--- config.mk ---
export PLATFORM = sky130hd
export DESIGN_NAME = sdirq_status_bank
export DESIGN_NICKNAME = d
export VERILOG_FILES = /design/src/rtl/sdirq_pkg.sv /design/src/rtl/sdirq_edge_det.sv /design/src/rtl/sdirq_evt_reg.sv /design/src/rtl/sdirq_mask_reg.sv /design/src/rtl/sdirq_status_bank.sv
export SDC_FILE = /design/constraint.sdc
export NUM_CORES = 1
export LEC_CHECK = 0
export BUFFER_PORTS_ARGS = -buffer_cell sky130_fd_sc_hd__buf_2
export CAP_MARGIN = 20
export CORE_AREA = 8 8 77 79
export CTS_CLUSTER_SIZE = 12
export DETAILED_ROUTE_END_ITERATION = 7
export DIE_AREA = 0 0 85 87
export GPL_TIMING_DRIVEN = 0
export PLACE_DENSITY_LB_ADDON = 0.1
export SYNTH_ARGS = -nofsm -noshare
export SYNTH_HDL_FRONTEND = slang
export SYNTH_HIERARCHICAL = 1
export SYNTH_SLANG_ARGS = --single-unit
--- constraint.sdc ---
create_clock -name clk -period 1.2 [get_ports clk]
set_input_delay 0.06 -clock clk [delete_from_list [all_inputs] [get_ports clk]]
set_output_delay 0.06 -clock clk [all_outputs]
set_load 0.02 [all_outputs]
--- src/rtl/sdirq_pkg.sv ---
package sdirq_pkg;

  localparam int unsigned REG_W  = 16;
  localparam int unsigned ADDR_W = 2;
  localparam int unsigned NBANK  = 2;

  // status register 1 bit positions
  localparam int unsigned S1_RSP_DONE  = 0;
  localparam int unsigned S1_DATA_DONE = 2;
  localparam int unsigned S1_CARD_RM   = 3;
  localparam int unsigned S1_CARD_IN   = 4;
  localparam int unsigned S1_CARD_LVL  = 5;

  // status register 2 bit positions
  localparam int unsigned S2_IDX_ERR   = 0;
  localparam int unsigned S2_CRC_ERR   = 1;
  localparam int unsigned S2_END_ERR   = 2;
  localparam int unsigned S2_DATA_TMO  = 3;
  localparam int unsigned S2_ILL_WR    = 4;
  localparam int unsigned S2_ILL_RD    = 5;
  localparam int unsigned S2_RSP_TMO   = 6;
  localparam int unsigned S2_DAT0_LVL  = 7;
  localparam int unsigned S2_RD_RDY    = 8;
  localparam int unsigned S2_WR_RDY    = 9;
  localparam int unsigned S2_BUSY_LVL  = 14;
  localparam int unsigned S2_ILL_ACC   = 15;

  // positions that hold sticky events
  localparam logic [REG_W-1:0] EVT1_BITS =
    (REG_W'(1) << S1_RSP_DONE) | (REG_W'(1) << S1_DATA_DONE) |
    (REG_W'(1) << S1_CARD_RM)  | (REG_W'(1) << S1_CARD_IN);

  localparam logic [REG_W-1:0] EVT2_BITS =
    (REG_W'(1) << S2_IDX_ERR)  | (REG_W'(1) << S2_CRC_ERR)  |
    (REG_W'(1) << S2_END_ERR)  | (REG_W'(1) << S2_DATA_TMO) |
    (REG_W'(1) << S2_ILL_WR)   | (REG_W'(1) << S2_ILL_RD)   |
    (REG_W'(1) << S2_RSP_TMO)  | (REG_W'(1) << S2_RD_RDY)   |
    (REG_W'(1) << S2_WR_RDY)   | (REG_W'(1) << S2_ILL_ACC);

  typedef enum logic [ADDR_W-1:0] {
    SEL_STAT1 = 2'd0,
    SEL_STAT2 = 2'd1,
    SEL_MASK1 = 2'd2,
    SEL_MASK2 = 2'd3
  } reg_sel_e;

  function automatic logic [REG_W-1:0] bank_evt_bits(input int unsigned bank);
    return (bank == 0) ? EVT1_BITS : EVT2_BITS;
  endfunction

endpackage

--- src/rtl/sdirq_edge_det.sv ---
module sdirq_edge_det #(
  parameter int unsigned W = 2
) (
  input  logic         clk,
  input  logic         rst_n,
  input  logic [W-1:0] lvl,
  output logic [W-1:0] rise
);

  logic [W-1:0] prev_q;
  logic [W-1:0] prev_d;
  logic         prev_en;

  always_comb begin
    prev_d  = lvl;
    prev_en = (lvl != prev_q);
  end

  always_ff @(posedge clk or negedge rst_n) begin
    if (!rst_n) begin
      prev_q <= '0;
    end else if (prev_en) begin
      prev_q <= prev_d;
    end
  end

  assign rise = lvl & ~prev_q;

  // a level held high for two cycles never produces a second edge
  p_single_edge_r6: assert property (@(posedge clk) disable iff (!rst_n)
    (lvl == $past(lvl)) |-> ((rise & $past(lvl)) == '0));

endmodule

--- src/rtl/sdirq_evt_reg.sv ---
module sdirq_evt_reg #(
  parameter int unsigned          W   = 16,
  parameter logic [W-1:0]         EVT = '1
) (
  input  logic         clk,
  input  logic         rst_n,
  input  logic [W-1:0] set,
  input  logic         wr_en,
  input  logic [W-1:0] wdata,
  output logic [W-1:0] q
);

  logic [W-1:0] keep;
  logic [W-1:0] q_d;
  logic         q_en;

  always_comb begin
    keep = wr_en ? wdata : '1;
    q_d  = ((q & keep) | set) & EVT;
    q_en = wr_en | (|(set & EVT));
  end

  always_ff @(posedge clk or negedge rst_n) begin
    if (!rst_n) begin
      q <= '0;
    end else if (q_en) begin
      q <= q_d;
    end
  end

  // a pulse always lands, whatever the write did in that cycle
  p_set_wins_r8: assert property (@(posedge clk) disable iff (!rst_n)
    (|(set & EVT)) |=> ((q & $past(set & EVT)) == $past(set & EVT)));

  // bits written as zero without a pulse read back cleared
  p_zero_clears_r7: assert property (@(posedge clk) disable iff (!rst_n)
    (wr_en && set == '0) |=> ((q & ~$past(wdata)) == '0));

  // a one written to a set bit keeps it set
  p_one_keeps_r7: assert property (@(posedge clk) disable iff (!rst_n)
    wr_en |=> ((q & $past(q & wdata)) == $past(q & wdata)));

  // nothing moves without a write or a pulse
  p_hold_r2: assert property (@(posedge clk) disable iff (!rst_n)
    (!wr_en && set == '0) |=> $stable(q));

endmodule

--- src/rtl/sdirq_mask_reg.sv ---
module sdirq_mask_reg #(
  parameter int unsigned  W   = 16,
  parameter logic [W-1:0] EVT = '1
) (
  input  logic         clk,
  input  logic         rst_n,
  input  logic         wr_en,
  input  logic [W-1:0] wdata,
  output logic [W-1:0] q
);

  logic [W-1:0] q_d;

  always_comb begin
    q_d = wdata & EVT;
  end

  always_ff @(posedge clk or negedge rst_n) begin
    if (!rst_n) begin
      q <= EVT;
    end else if (wr_en) begin
      q <= q_d;
    end
  end

  // a mask holds its value between writes
  p_mask_hold_r9: assert property (@(posedge clk) disable iff (!rst_n)
    !wr_en |=> $stable(q));

endmodule

--- src/rtl/sdirq_status_bank.sv ---
module sdirq_status_bank
  import sdirq_pkg::*;
(
  input  logic              clk,
  input  logic              rst_n,
  input  logic              rsp_done_p,
  input  logic              data_done_p,
  input  logic              card_removed_p,
  input  logic              card_inserted_p,
  input  logic              cmd_idx_err_p,
  input  logic              crc_err_p,
  input  logic              end_bit_err_p,
  input  logic              data_tmo_p,
  input  logic              ill_wr_p,
  input  logic              ill_rd_p,
  input  logic              rsp_tmo_p,
  input  logic              ill_acc_p,
  input  logic              rd_buf_rdy,
  input  logic              wr_buf_rdy,
  input  logic              card_present,
  input  logic              dat0_lvl,
  input  logic              cmd_busy,
  input  logic              reg_we,
  input  logic [ADDR_W-1:0] reg_addr,
  input  logic [REG_W-1:0]  reg_wdata,
  output logic [REG_W-1:0]  reg_rdata,
  output logic              irq
);

  logic [1:0]       buf_rise;
  logic [REG_W-1:0] bank_set  [NBANK];
  logic [REG_W-1:0] bank_stat [NBANK];
  logic [REG_W-1:0] bank_mask [NBANK];
  logic [REG_W-1:0] bank_live [NBANK];
  logic [NBANK-1:0] bank_pend;
  reg_sel_e         sel;

  assign sel = reg_sel_e'(reg_addr);

  sdirq_edge_det #(.W(2)) i_buf_edge (
    .clk   (clk),
    .rst_n (rst_n),
    .lvl   ({wr_buf_rdy, rd_buf_rdy}),
    .rise  (buf_rise)
  );

  always_comb begin
    bank_set[0] = '0;
    bank_set[0][S1_RSP_DONE]  = rsp_done_p;
    bank_set[0][S1_DATA_DONE] = data_done_p;
    bank_set[0][S1_CARD_RM]   = card_removed_p;
    bank_set[0][S1_CARD_IN]   = card_inserted_p;

    bank_set[1] = '0;
    bank_set[1][S2_IDX_ERR]   = cmd_idx_err_p;
    bank_set[1][S2_CRC_ERR]   = crc_err_p;
    bank_set[1][S2_END_ERR]   = end_bit_err_p;
    bank_set[1][S2_DATA_TMO]  = data_tmo_p;
    bank_set[1][S2_ILL_WR]    = ill_wr_p;
    bank_set[1][S2_ILL_RD]    = ill_rd_p;
    bank_set[1][S2_RSP_TMO]   = rsp_tmo_p;
    bank_set[1][S2_RD_RDY]    = buf_rise[0];
    bank_set[1][S2_WR_RDY]    = buf_rise[1];
    bank_set[1][S2_ILL_ACC]   = ill_acc_p;

    bank_live[0] = '0;
    bank_live[0][S1_CARD_LVL] = card_present;
    bank_live[1] = '0;
    bank_live[1][S2_DAT0_LVL] = dat0_lvl;
    bank_live[1][S2_BUSY_LVL] = cmd_busy;
  end

  for (genvar g = 0; g < NBANK; g++) begin : g_bank
    localparam logic [REG_W-1:0] EVT = bank_evt_bits(g);
    logic stat_we;
    logic mask_we;

    assign stat_we = reg_we && (reg_addr == ADDR_W'(g));
    assign mask_we = reg_we && (reg_addr == ADDR_W'(g + NBANK));

    sdirq_evt_reg #(.W(REG_W), .EVT(EVT)) i_stat (
      .clk   (clk),
      .rst_n (rst_n),
      .set   (bank_set[g]),
      .wr_en (stat_we),
      .wdata (reg_wdata),
      .q     (bank_stat[g])
    );

    sdirq_mask_reg #(.W(REG_W), .EVT(EVT)) i_mask (
      .clk   (clk),
      .rst_n (rst_n),
      .wr_en (mask_we),
      .wdata (reg_wdata),
      .q     (bank_mask[g])
    );

    assign bank_pend[g] = |(bank_stat[g] & ~bank_mask[g]);
  end

  always_comb begin
    unique case (sel)
      SEL_STAT1: reg_rdata = bank_stat[0] | bank_live[0];
      SEL_STAT2: reg_rdata = bank_stat[1] | bank_live[1];
      SEL_MASK1: reg_rdata = bank_mask[0];
      SEL_MASK2: reg_rdata = bank_mask[1];
      default:   reg_rdata = '0;
    endcase
  end

  assign irq = |bank_pend;

  // with every event masked the line stays low
  p_irq_masked_r10: assert property (@(posedge clk) disable iff (!rst_n)
    (bank_mask[0] == EVT1_BITS && bank_mask[1] == EVT2_BITS) |-> !irq);

  // no stored event means no interrupt
  p_irq_needs_evt_r10: assert property (@(posedge clk) disable iff (!rst_n)
    (bank_stat[0] == '0 && bank_stat[1] == '0) |-> !irq);

  // the card-detect bit of a status read follows the pin
  p_card_live_r3: assert property (@(posedge clk) disable iff (!rst_n)
    (sel == SEL_STAT1) |-> (reg_rdata[S1_CARD_LVL] == card_present));

endmodule

-- Word level (Yosys, flattened, before mapping)
Cells that the tools add are included.
- register bits: 30
- bits of input ports: 38
- output and inout bits: 17
- logic and storage cells: 34
- eq/ne operators: 4
- muxes and demuxes: 3
- bitwise logic cells: 14
- reductions and logical operators: 8
- operators with widths (kind ; number):
    $pmux 16 s4 ; 1
    $and 16x16->16 ; 2
    $reduce_or 32->1 ; 1
    $and 5x16->16 ; 1
    $mux 16 ; 1
    $not 16->16 ; 1
    $not 5->16 ; 1
    $or 16x15->16 ; 1
    $or 16x16->16 ; 1
    $reduce_or 10->1 ; 1
    $or 5x6->6 ; 1
    $and 5x5->5 ; 1
    $mux 5 ; 1
    $or 5x5->5 ; 1
    $eq 2x2->1 const B ; 2
    $logic_and 1x1->1 ; 4
    $reduce_or 4->1 ; 1
    $and 2x2->2 ; 1
    $eq 2x1->1 const B ; 1
    $logic_not 2->1 ; 1
    $ne 2x2->1 ; 1
    $not 2->2 ; 1
    $or 1x1->1 ; 2

-- Logic depth before layout (Yosys ltp)
Gate-level depths: netlist (run 1).
- depth after elaboration: 5
- mapped depth: 5
- gate-level depth less buffers: 4

-- By module
The synthesis (run 1) kept the hierarchy.
- by module, submodules not included (module ; times used ; cells each ; area each (um^2) ; seq. area each (um^2)):
    sdirq_status_bank ; 1 ; 82 ; 696.9 ; 0.0
    sdirq_mask_reg at g_bank[1].i_mask ; 1 ; 28 ; 473.0 ; 262.8
    sdirq_evt_reg at g_bank[1].i_stat ; 1 ; 37 ; 436.7 ; 250.2
    sdirq_evt_reg at g_bank[0].i_stat ; 1 ; 25 ; 249.0 ; 100.1
    sdirq_mask_reg at g_bank[0].i_mask ; 1 ; 21 ; 244.0 ; 105.1
    sdirq_edge_det ; 1 ; 9 ; 108.9 ; 50.0

-- Worst setup path after synthesis (run 1)
OpenSTA, ideal clock, no wires.
- path type: reg-to-output
- start: reg g_bank[1].i_mask.q[4]
- end: out irq
- arrival: 1105 ps
- setup slack: 35 ps
- stages on the path, launching flop included: 4
- cells stage by stage: dfstp_2 -> o22ai_1 -> nor4_1 -> nand4_1
- word-level cells in the longest chain between the ends: 3
- RTL lines (what ; line ; text):
    from (decl) ; sdirq_mask_reg.sv:9 ; output logic [W-1:0] q
    from (signal assigned) ; sdirq_mask_reg.sv:22 ; q <= q_d;
    $not 16->16 ; sdirq_status_bank.sv:98 ; assign bank_pend[g] = |(bank_stat[g] & ~bank_mask[g]);
    $and 16x16->16 ; sdirq_status_bank.sv:98 ;
    $reduce_or 32->1 ; sdirq_status_bank.sv:111 ; assign irq = |bank_pend;
    to (decl) ; sdirq_status_bank.sv:27 ; output logic irq
No other way between the ends.

-- Worst setup path in the final report (run 1)
Same ends and word-level chain as after synthesis.

==> run summary, run 1 <==
Layout Nets = 349
Final period util = 135%
Fin. Hold Viols = 0
Clk pin slew, worst setup/hold paths = 0.06 ns
Num CTS Buffers = 5
Detailed Route WL = 4.99 mm
Total global routing track utilization = 14.2%
Area grow syn2layout = 38.4%
First-pass GRT wire length = 8.05 mm
CP startpoint = g_bank[1].i_mask/q[4]$_DFFE_PN1P_
Critical Path Fanout Max = 2
Final Critical Period = 1.61 ns
Via/cell ratio = 4.40
RSZ-0062 raised after global routing = true
Core area = 4850 µm²
Worst Skew = 0.000478 ns
Antenna violations before repair = 0
Share of layout cells above drive strength 1 = 50.6%
Die width = 85 µm
Clk sinks = 30
Final Non-Filler Cells = 366
Largest net degree at the start of global routing = 31
Data required time of the critical path = 1.14 ns
Vias in the first global route = 1619
Sw frac = 28.1%
Critical path class = flop to output pin
Failing checks = setup timing
Syn_area_per_cell = 11.0 µm²
WP buf/inv = 1
Internal power = 2.30 mW
Data arrival, critical path = 1.55 ns
# Max-Cap Violations = 0
CTS tree = built
DRT Pass-1 Iters = 4
Area occupied by multi-input gates = 1160 µm²
Worst slew margin = 54.8%
Post-Syn Area = 2200 µm²
Max Buffers Root-to-Sink = 2
Initial Utilization = 45.5%
Max frequency = 619 MHz
Gr ovfl total = 0
Wire per inst = 13.6 µm
Final core utilization = 62.9%
Hold Startpoint = reg_wdata[6]
Placer congestion estimate = 0.775
CP max-delay cell = dfstp_2
Combinational power share = 32.7%
CP Capture Type = output pin
Met3 Use GR = 3.49%
Clk network pwr share = 26.1%
Worst min path class = input port to flop
GR Util met2 = 22.9%
Switching pwr = 0.899 mW
H-tree levels = 2
Sequential power share = 41.2%
Post-route DRC = 0
Placed instance area = 2610 µm²
Most used routing layer = met2
Worst-Margin Slew = 0.679 ns
Status = finished, violations left
Placed insts = 331
Row cnt = 26
Worst setup SP type = flop
Cell Pwr Density = 1050 nW/µm²
Reg-to-reg critical path startpoint = i_buf_edge/prev_q[0]$_DFFE_PN0P_
P_leak = 1.46 nW
DRT iter0 DRCs = 40
Fin worst setup slack = -0.415 ns
Synthesis Warnings = 6
I/O Pins = 55
Reg area = 768 µm²
TNS Setup = -2.10 ns
Post-DP HPWL = 3.77 mm
# diodes = 0
Crit path max-delay family = flip-flops
Count of final setup violators = 11
Die area = 7400 µm²
CP cell instances = o22ai_2 -> nor4_2 -> nand4_1 -> buf_6
Root buf cell = clkbuf_8
Worst-skew pair later-pin latency = 0.28 ns
I/O Buffers = 42
CP peak stage delay = 0.54 ns
Grt met1 use = 18.0%
FILL cells = 385
Post-route design area = 3050 µm²
Post-synthesis cell count = 201
Die Y = 87 µm
Via Count = 1611
Number of routed nets with antenna violations = 0
Worst VDD drop = 798 µV
Pins over their slew limit = 0
-- repair_timing --
action | CTS | global route
setup buffers | 8 | 6
hold buffers | 13 | 0
setup endpoints to repair | 11 | 13
pin swaps | 5 | 1
gates cloned | 0 | 0
resized for setup | 24 | 6
hold endpoints to repair | 28 | 0
-- final timing paths --
check                      slack, ns                           endpoint  depth (start not counted)
min in group asynchronous       0.35  g_bank[1].i_stat/q[1]$_DFFE_PN0P_                          2
hold / removal                  0.02  g_bank[1].i_mask/q[6]$_DFFE_PN1P_                          2
setup / recovery               -0.41                                irq                          4
setup reg to reg                0.04   i_buf_edge/prev_q[0]$_DFFE_PN0P_                          4
hold reg to reg                 0.51   i_buf_edge/prev_q[0]$_DFFE_PN0P_                          1
max in group asynchronous       0.41  g_bank[1].i_stat/q[4]$_DFFE_PN0P_                          2
-- metrics by stage --
step | total power, mW | worst slack, ns | hold WS [ns]
floorplan | 1.94 | 0.0352 | -0.236
global placement | 2.16 | -0.224 | 0.141
detailed placement | 2.16 | -0.222 | 0.135
CTS | 3.16 | -0.420 | 0.0125
global route | 3.39 | -0.488 | 0.0160
finish | 3.19 | -0.415 | 0.0172
-- state kept, by name, indices dropped and copies added (netlist names) --
register	cells
i_buf_edge/prev_q	2
g_bank.i_mask/q	14
g_bank.i_stat/q	14
-- power groups by stage --
stage / Clock (mW) / Combinational, mW / Sequential [mW]
after floorplan: 0 / 0.649 / 1.29
after global placement: 0 / 0.824 / 1.33
after detailed placement: 0 / 0.830 / 1.33
after CTS: 0.867 / 0.975 / 1.31
after global routing: 0.916 / 1.13 / 1.34
final: 0.834 / 1.04 / 1.32
-- layer usage --
layer  up-vias  share of wire, %  wire, µm
met4         0               1.3        66
met2        30                48      2390
met5         -                 0         0
met1       743                47      2370
li1        832                 -         -
met3         6               3.3       166
-- layout by cell type, fill, tap and decap left out --
| master | n |
|---|---|
| nand2_1 | 1 |
| mux4_2 | 16 |
| nand4_1 | 1 |
| nand2b_1 | 14 |
| and3b_1 | 1 |
| o22ai_2 | 1 |
| mux2_4 | 10 |
| mux2_2 | 6 |
| buf_4 | 49 |
| nor3b_1 | 1 |
| conb_1 | 36 |
| and3_1 | 1 |
| nor4_2 | 2 |
| nand2_2 | 1 |
| clkbuf_8 | 6 |
| clkbuf_1 | 1 |
| nor4_1 | 2 |
| nor2_1 | 1 |
| dfstp_2 | 14 |
| inv_1 | 33 |
| o22ai_1 | 15 |
| dlygate4sd3_1 | 13 |
| a21o_1 | 14 |
| dfrtp_1 | 16 |
| ha_4 | 2 |
| buf_2 | 33 |
| buf_6 | 15 |
| inv_2 | 1 |
| clkinv_2 | 1 |
| or2_1 | 3 |
-- worst register-to-register path: stages, from the launching register on --
cell	delay, ns
dfrtp_1	0.37
inv_1	0.08
ha_4	0.20
nand2_2	0.06
mux2_2	0.32
-- area by class of cell --
class | count | share of cell area, %
multi-input combinational | 128 | 38.1
sequential | 30 | 25.2
timing repair buffer | 69 | 17.0
buffer | 41 | 10.3
inverter | 34 | 4.18
clock buffer | 7 | 2.83
tap | 56 | 2.30
clock inverter | 1 | 0.164
No activity file was read; power rests on OpenSTA's default activity.
==> run 2, diff against run 1 <==
--- a/config.mk
+++ b/config.mk
@@ -12,7 +12,9 @@
 export DETAILED_ROUTE_END_ITERATION = 7
 export DIE_AREA = 0 0 85 87
 export GPL_TIMING_DRIVEN = 0
+export HOLD_SLACK_MARGIN = 0.05
 export PLACE_DENSITY_LB_ADDON = 0.1
+export REMOVE_ABC_BUFFERS = 1
 export SYNTH_ARGS = -nofsm -noshare
 export SYNTH_HDL_FRONTEND = slang
 export SYNTH_HIERARCHICAL = 1
==> run summary, run 2 (synthesis gave the netlist of run 1 again) <==
Status = finished, violations left (unchanged)
Failing checks = setup timing (unchanged)
Largest net degree at the start of global routing = 31 (unchanged)
Max Buffers Root-to-Sink = 2 (unchanged)
Worst Hold Slack = 0.127 ns (was 0.0172 ns)
Via/cell ratio = 4.67 (was 4.40)
Fin. Hold Viols = 0 (unchanged)
Core area = 4850 µm² (unchanged)
Data arrival, critical path = 1.54 ns (was 1.55 ns)
Hold path cells = 3 (was 2)
Worst setup SP type = flop (unchanged)
Hold Startpoint = rd_buf_rdy (was reg_wdata[6])
Post-DP HPWL = 3.34 mm (was 3.77 mm)
TNS Setup = -2.13 ns (was -2.10 ns)
Final Critical Period = 1.60 ns (was 1.61 ns)
Worst min path class = input port to flop (unchanged)
Gr ovfl total = 0 (unchanged)
Die width = 85 µm (unchanged)
Clk sinks = 30 (unchanged)
Wire per inst = 14.3 µm (was 13.6 µm)
H-tree levels = 2 (unchanged)
Row cnt = 26 (unchanged)
Most used routing layer = met2 (unchanged)
Via Count = 1565 (was 1611)
Share of layout cells above drive strength 1 = 41.2% (was 50.6%)
# diodes = 0 (unchanged)
Die Y = 87 µm (unchanged)
Critical Path Fanout Max = 2 (unchanged)
Final period util = 133% (was 135%)
Commonest non-fill, non-tap cell in the layout = conb_1 (was buf_4)
Met3 Use GR = 3.87% (was 3.49%)
Reg-to-reg critical path startpoint = i_buf_edge/prev_q[1]$_DFFE_PN0P_ (was i_buf_edge/prev_q[0]$_DFFE_PN0P_)
Worst-skew pair later-pin latency = 0.27 ns (was 0.28 ns)
CP Capture Type = output pin (unchanged)
Fin worst setup slack = -0.398 ns (was -0.415 ns)
Die area = 7400 µm² (unchanged)
Pins over their slew limit = 0 (unchanged)
Most frequent cells in the layout = 36 x conb_1, 32 x inv_1, 32 x buf_2, 25 x dlygate4sd3_1 (was 49 x buf_4, 36 x conb_1, 33 x buf_2, 33 x inv_1)
P_leak = 1.28 nW (was 1.46 nW)
Post-route DRC = 0 (unchanged)
Critical path class = flop to output pin (unchanged)
Total global routing track utilization = 14.2% (about the same)
RSZ-0062 raised after global routing = true (unchanged)
Initial Utilization = 45.5% (unchanged)
Grt met1 use = 18.2% (was 18.0%)
DRT Pass-1 Iters = 4 (unchanged)
Detailed Route WL = 4.78 mm (was 4.99 mm)
Worst Skew = 0.000444 ns (was 0.000478 ns)
CTS tree = built (unchanged)
Area grow syn2layout = 29.6% (was 38.4%)
Worst-Margin Slew = 0.716 ns (was 0.679 ns)
GR Util met2 = 22.5% (was 22.9%)
I/O Buffers = 44 (was 42)
Clk pin slew, worst setup/hold paths = 0.07 ns (was 0.06 ns)
Top flop regs = g_bank.i_mask/q: 14 flops, g_bank.i_stat/q: 14 flops, i_buf_edge/prev_q: 2 flops (unchanged)
R2R depth = 4 (unchanged)
Cell Pwr Density = 1150 nW/µm² (was 1050 nW/µm²)
Max frequency = 626 MHz (was 619 MHz)
# Max-Cap Violations = 0 (unchanged)
DRT iter0 DRCs = 68 (was 40)
Placer congestion estimate = 0.780 (was 0.775)
Worst slew margin = 52.2% (was 54.8%)
Count of final setup violators = 11 (unchanged)
Worst VDD drop = 536 µV (was 798 µV)
CP startpoint = g_bank[1].i_mask/q[4]$_DFFE_PN1P_ (unchanged)
Num CTS Buffers = 5 (unchanged)
I/O Pins = 55 (unchanged)
Antenna violations before repair = 0 (unchanged)
Layout Nets = 318 (was 349)
Tot Pwr = 3.28 mW (was 3.19 mW)
Data required time of the critical path = 1.14 ns (about the same)
First-pass GRT wire length = 8.22 mm (was 8.05 mm)
Number of routed nets with antenna violations = 0 (unchanged)
Vias in the first global route = 1670 (was 1619)
Root buf cell = clkbuf_8 (unchanged)
## run 2: per-layer routing
layer | routed length (µm) | vias up | part of all wire, %
li1 | - | 775 | -
met1 | 2220 | 745 | 47
met2 | 2260 | 39 | 47
met3 | 232 | 6 | 4.9
met4 | 63 | 0 | 1.3
met5 | 0 | - | 0
## run 2: repair_timing
item,4_1_cts,5_1_grt
hold endpoints to repair,41,0
setup endpoints to repair,31,23
gates resized for setup,28,8
hold buffers,25,0
pin swaps,4,2
setup buffers,6,5
## run 2: metrics by stage
step	cell area [µm²]	std cells	util (%)	worst slack, ns
after global placement	2300	292	47.5	-0.628
after floorplan	2010	192	-	0.0352
after detailed placement	2300	292	47.5	-0.636
after CTS	2800	331	57.7	-0.407
final	2860	335	59.0	-0.398
after global routing	2860	335	59.0	-0.491
## run 2: worst max-delay path, stage by stage (launching register included)
cell     delay, ns
dfstp_2       0.55
o22ai_2       0.09
nor4_2        0.29
nand4_1       0.17
buf_6         0.17
## run 2: layout make-up
type	instances	area, µm²
Clock buffer	7	76.3
Clock inverter	1	30.0
Fill cell	420	1990
Inverter	34	128
Multi-Input combinational cell	128	1160
Sequential cell	30	768
Tap cell	56	70.1
Timing Repair Buffer	79	624
## run 2: power by group
part,switching (mW),leakage [nW],total (mW),internal [mW]
combinational,0.403,0.933,0.968,0.566
sequential,0.102,0.299,1.31,1.21
clock,0.381,0.0524,1.00,0.621
## run 2: path summary, 6_finish.rpt
kind                                                endpoint  slack (ns)
hold / removal             g_bank[1].i_stat/q[8]$_DFFE_PN0P_        0.13
hold reg to reg            g_bank[1].i_stat/q[5]$_DFFE_PN0P_        0.51
setup reg to reg            i_buf_edge/prev_q[0]$_DFFE_PN0P_        0.05
setup / recovery                                         irq       -0.40
min in group asynchronous  g_bank[1].i_stat/q[2]$_DFFE_PN0P_        0.37
max in group asynchronous  g_bank[0].i_stat/q[3]$_DFFE_PN0P_        0.37
